$ cat config.mk
export PLATFORM = sky130hd
export DESIGN_NAME = frame_len_guard
export DESIGN_NICKNAME = d
export VERILOG_FILES = /design/src/rtl/flg_pkg.sv /design/src/rtl/flg_edge_sync.sv /design/src/rtl/flg_bit_counter.sv /design/src/rtl/flg_ctrl.sv /design/src/rtl/frame_len_guard.sv
export SDC_FILE = /design/constraint.sdc
export NUM_CORES = 1
export LEC_CHECK = 0
export BUFFER_PORTS_ARGS = -buffer_cell sky130_fd_sc_hd__buf_2
export CORE_MARGIN = 2
export CORE_UTILIZATION = 31
export DETAILED_ROUTE_END_ITERATION = 6
export PLACE_DENSITY_LB_ADDON = 0.1
export SYNTH_ARGS = -nofsm -noshare
export SYNTH_HDL_FRONTEND = slang
export SYNTH_SLANG_ARGS = --single-unit
$ cat constraint.sdc
create_clock -name clk -period 2 [get_ports clk]
set_input_delay 0.3 -clock clk [delete_from_list [all_inputs] [get_ports clk]]
set_output_delay 0.3 -clock clk [all_outputs]
set_load 0.1 [all_outputs]
$ cat src/rtl/flg_pkg.sv
package flg_pkg;
    typedef enum logic [2:0] {
        ST_IDLE,
        ST_ALIGN,
        ST_MEASURE,
        ST_RUN,
        ST_FAULT
    } flg_state_e;
endpackage

$ cat src/rtl/flg_edge_sync.sv
module flg_edge_sync #(
    parameter int STAGES = 2
) (
    input  logic clk,
    input  logic rst_n,
    input  logic din,
    output logic rise_o
);
    localparam int DEPTH = STAGES + 1;

    logic [DEPTH-1:0] chain_q;

    always_ff @(posedge clk or negedge rst_n) begin
        if (!rst_n) begin
            chain_q <= '0;
        end else begin
            chain_q <= {chain_q[DEPTH-2:0], din};
        end
    end

    // Rising edge seen on the synchronized signal
    assign rise_o = chain_q[DEPTH-2] & ~chain_q[DEPTH-1];
endmodule

$ cat src/rtl/flg_bit_counter.sv
module flg_bit_counter #(
    parameter int CNT_W = 8
) (
    input  logic             clk,
    input  logic             rst_n,
    input  logic             clear,
    input  logic             inc,
    output logic [CNT_W-1:0] count
);
    localparam logic [CNT_W-1:0] CNT_MAX = '1;

    always_ff @(posedge clk or negedge rst_n) begin
        if (!rst_n) begin
            count <= '0;
        end else if (clear) begin
            count <= '0;
        end else if (inc && (count != CNT_MAX)) begin
            count <= count + 1'b1;
        end
    end
endmodule

$ cat src/rtl/flg_ctrl.sv
module flg_ctrl
    import flg_pkg::*;
#(
    parameter int LEN_W = 6,
    parameter int CNT_W = 8
) (
    input  logic             clk,
    input  logic             rst_n,
    input  logic             enable_req,
    input  logic             err_clear,
    input  logic             irq_mask,
    input  logic             wclk_rise,
    input  logic [LEN_W-1:0] data_len,
    input  logic [CNT_W-1:0] bclk_count,
    output logic             cnt_clear,
    output logic             cnt_active,
    output logic             run_grant,
    output logic             len_err,
    output logic             irq_out
);
    localparam int CMP_W = ((LEN_W + 1) > CNT_W) ? (LEN_W + 1) : CNT_W;

    flg_state_e state_q, state_d;
    logic [CMP_W-1:0] need_w;
    logic [CMP_W-1:0] have_w;
    logic             fits;

    assign need_w = CMP_W'({data_len, 1'b0});
    assign have_w = CMP_W'(bclk_count);
    assign fits   = (need_w <= have_w);

    always_comb begin
        state_d = state_q;
        if (!enable_req) begin
            state_d = ST_IDLE;
        end else begin
            unique case (state_q)
                ST_IDLE:    state_d = ST_ALIGN;
                ST_ALIGN:   if (wclk_rise) state_d = ST_MEASURE;
                ST_MEASURE: if (wclk_rise) state_d = fits ? ST_RUN : ST_FAULT;
                ST_RUN:     state_d = ST_RUN;
                ST_FAULT:   if (err_clear) state_d = ST_IDLE;
                default:    state_d = ST_IDLE;
            endcase
        end
    end

    always_ff @(posedge clk or negedge rst_n) begin
        if (!rst_n) begin
            state_q <= ST_IDLE;
        end else begin
            state_q <= state_d;
        end
    end

    always_comb begin
        cnt_clear  = 1'b0;
        cnt_active = 1'b0;
        run_grant  = 1'b0;
        len_err    = 1'b0;
        irq_out    = 1'b0;
        unique case (state_q)
            ST_IDLE:    cnt_clear = 1'b1;
            ST_ALIGN:   cnt_clear = 1'b1;
            ST_MEASURE: cnt_active = 1'b1;
            ST_RUN:     run_grant = 1'b1;
            ST_FAULT: begin
                len_err = 1'b1;
                irq_out = ~irq_mask;
            end
            default:    cnt_clear = 1'b1;
        endcase
    end
endmodule

$ cat src/rtl/frame_len_guard.sv
module frame_len_guard #(
    parameter int LEN_W       = 6,
    parameter int CNT_W       = 8,
    parameter int SYNC_STAGES = 2
) (
    input  logic             clk,
    input  logic             rst_n,
    input  logic             bclk_in,
    input  logic             wclk_in,
    input  logic [LEN_W-1:0] data_len,
    input  logic             enable_req,
    input  logic             irq_mask,
    input  logic             err_clear,
    output logic             run_grant,
    output logic             len_err,
    output logic             irq_out
);
    localparam int N_CLK = 2;

    logic [N_CLK-1:0] raw_clks;
    logic [N_CLK-1:0] rises;
    logic [CNT_W-1:0] bclk_count;
    logic             cnt_clear;
    logic             cnt_active;

    assign raw_clks = {wclk_in, bclk_in};

    for (genvar g = 0; g < N_CLK; g++) begin : g_sync
        flg_edge_sync #(.STAGES(SYNC_STAGES)) u_sync (
            .clk    (clk),
            .rst_n  (rst_n),
            .din    (raw_clks[g]),
            .rise_o (rises[g])
        );
    end

    flg_bit_counter #(.CNT_W(CNT_W)) u_cnt (
        .clk   (clk),
        .rst_n (rst_n),
        .clear (cnt_clear),
        .inc   (cnt_active & rises[0]),
        .count (bclk_count)
    );

    flg_ctrl #(.LEN_W(LEN_W), .CNT_W(CNT_W)) u_ctrl (
        .clk        (clk),
        .rst_n      (rst_n),
        .enable_req (enable_req),
        .err_clear  (err_clear),
        .irq_mask   (irq_mask),
        .wclk_rise  (rises[1]),
        .data_len   (data_len),
        .bclk_count (bclk_count),
        .cnt_clear  (cnt_clear),
        .cnt_active (cnt_active),
        .run_grant  (run_grant),
        .len_err    (len_err),
        .irq_out    (irq_out)
    );
endmodule

==> metrics <==
status=completed; starting density of the core=32.0%; largest net degree at the start of global routing=18; power density over the cells=536 nW/um^2; Layout Skew=0.00549 ns; initial antenna violation count=0; Synth Warn #=0; CP Launch Type=flop; I/O Pins=16; Worst Hold Class=in -> reg; placer congestion estimate=0.824; Slew Viols, Final=0; Max Cap Viol=0; clock buffer depth=2; Area Growth Syn to Fin=19.9%; reg2reg end=u_cnt.count[5]; Synth Area in Simple Gates=28.1%; post-layout util=38.4%; GRT Total Usage=12.3%; sequential area share after synthesis=44.3%; worst path arrival time=1.63 ns; fmax=517 MHz; Total Nets Final=138; fin crit share=96.7%; post-synthesis cell area=961 um^2; final critical-path required period=1.93 ns; Synth Area in Adders=9.11%; compound-gate portion of the synthesized area=11.2%; detailed-route via count=794; Routed Wire Length=1950 um; dpl cell area=1110 um^2; drt first pass iters=5; Worst-Skew Late Latency=0.30 ns; worst-path fanout max=7; initial DRC count=31; input/output buffers=15; WL/cell=13.0 um; Critical R2R Launch=u_cnt.count[0]; synthesized area per cell=9.91 um^2; Yosys cell types=33; GRT overflow=0; fillers=326; Synth Instances=97; Vias/cell=5.29; total chip power=0.618 mW; worst setup path endpoint=len_err; synthesized flop and latch total=17; site row count=20; R2R setup slack=0.32 ns; DIE HEIGHT=59.7 um; Crit Path Category=reg -> out; die area=3560 um^2; Max H-tree Level=1; CTS sink count=17; total CTS buffers=3; layout cell share with drive strength beyond 1=22.2%; post-synthesis mux area share=4.17%; post-synthesis xor/xnor area fraction=0%; CTS tree=done; global-route wire length before repair=3240 um; root buf cell=clkbuf_4; cells on worst reg2reg path=4; Antenna Nets Post-Route=0; core area=3000 um^2; VDD IR max=0.343 mV; Crit. End Element=output pin; Leak Pwr=0.497 nW; clk slew on worst S/H paths=0.11 ns; Rel. slew slack=67.9%; Final Hold Fails=0; die width=59.7 um; largest family of logic cells by synthesized area=simple AND/OR/NAND/NOR gates; setup violators final=0; Final Instance Area=1150 um^2; hpwl dp=1520 um; Critical Path RT=1.70 ns; RSZ-0062 raised after global routing=false; CP startpoint=u_ctrl.state_q[0]; Antenna diodes=0; setup_tns=0 ns; DRC errors left=0; vias in the first global route=732; Syn Nets=117; Worst Max-Slew Pin Slew=0.485 ns
## where the power goes
group / switching [mW] / internal [mW] / leakage [nW]
Combinational: 0.0386 / 0.0267 / 0.258
Sequential: 0.00761 / 0.353 / 0.221
Clock: 0.118 / 0.0745 / 0.0177
Total: 0.164 / 0.454 / 0.497
## how the worst min path moves through the flow
stage	start	end	depth (start not counted)
final	bclk_in	g_sync[0].u_sync.chain_q[0]	1
after global routing	wclk_in	g_sync[1].u_sync.chain_q[0]	1
after CTS	bclk_in	g_sync[0].u_sync.chain_q[0]	1
after detailed placement	rst_n	u_cnt.count[2]	1
after global placement	rst_n	u_cnt.count[2]	1
after floorplan	rst_n	g_sync[0].u_sync.chain_q[0]	0
## Yosys cell counts, drive strengths merged
cell | count | area [um^2]
nand3b | 1 | 7.51
mux2i | 4 | 40.0
nor3 | 1 | 5.00
a211oi | 2 | 15.0
nor4b | 1 | 8.76
nand4 | 1 | 6.26
and4 | 2 | 22.5
a21oi | 6 | 30.0
ha | 7 | 87.6
nor2b | 1 | 6.26
nor4 | 1 | 6.26
or4 | 2 | 15.0
o21ai | 4 | 20.0
inv | 8 | 30.0
or3b | 1 | 8.76
and2b | 2 | 17.5
nand2 | 9 | 33.8
a41o | 1 | 10.0
a21o | 1 | 7.51
nand3 | 8 | 52.6
and2 | 1 | 6.26
dfrtp | 17 | 425
nand4b | 2 | 17.5
or2b | 1 | 7.51
o211ai | 1 | 7.51
or3 | 2 | 13.8
and3 | 1 | 6.26
nand2b | 1 | 6.26
nor2 | 6 | 22.5
o41ai | 2 | 17.5
## metrics by stage
| stage | std cells | hold WS, ns | setup WS [ns] |
|---|---|---|---|
| after floorplan | 97 | 0.00441 | 0.0817 |
| after global placement | 145 | 0.250 | 0.382 |
| after detailed placement | 145 | 0.254 | 0.344 |
| after CTS | 150 | 0.0897 | 0.0539 |
| after global routing | 150 | 0.0754 | 0.00607 |
| final | 150 | 0.0964 | 0.0654 |
## cell families (layout without fill, tap and decap cells)
group	after synthesis	in the layout
adders and majority gates	7	7
muxes	4	4
buffers and inverters	8	28
AOI/OAI and AO/OA	17	17
and+or+nand+nor	44	44
DFF	17	17
## final cells by class
cell class / instances / area [um^2] / share of cell area, %
multi-input combinational: 72 / 513 / 44.5
clock inverter: 1 / 5.00 / 0.434
clock buffer: 3 / 22.5 / 1.95
timing repair buffer: 16 / 115 / 9.99
tap: 33 / 41.3 / 3.58
inverter: 8 / 30.0 / 2.61
sequential: 17 / 425 / 36.9
## sequential cells by signal, summed over array words and instances (netlist names)
name	flops
u_cnt.count	8
g_sync.u_sync.chain_q	6
u_ctrl.state_q	3
## critical path, stage by stage, from the launching register on
cell and delay [ns]:
dfrtp_1 0.46, or3b_2 0.55, inv_1 0.14, buf_12 0.18
## metal layers
| layer | vias up | global-route usage [%] | part of all wire, % |
|---|---|---|---|
| met5 | - | 0 | 0 |
| met4 | 0 | 6.67 | 1.8 |
| li1 | 393 | - | - |
| met1 | 376 | 16.9 | 49 |
| met3 | 4 | 1.95 | 4.8 |
| met2 | 21 | 18.5 | 44 |
## layout by cell type, fill, tap and decap left out, types with 3 or more instances in the layout
cell / n
inv_1: 8
dfrtp_1: 17
o21ai_0: 4
mux2i_1: 4
nand3_1: 7
ha_1: 7
buf_2: 13
a21oi_1: 6
clkbuf_4: 3
nor2_1: 5
nand2_1: 9
## what timing repair did
| action | 4_1_cts | 5_1_grt |
|---|---|---|
| hold endpoints to repair | 17 | 0 |
| gates resized for setup | 0 | 0 |
| hold buffers | 1 | 0 |
| setup buffers | 0 | 0 |
(Power assumes the default switching activity.)
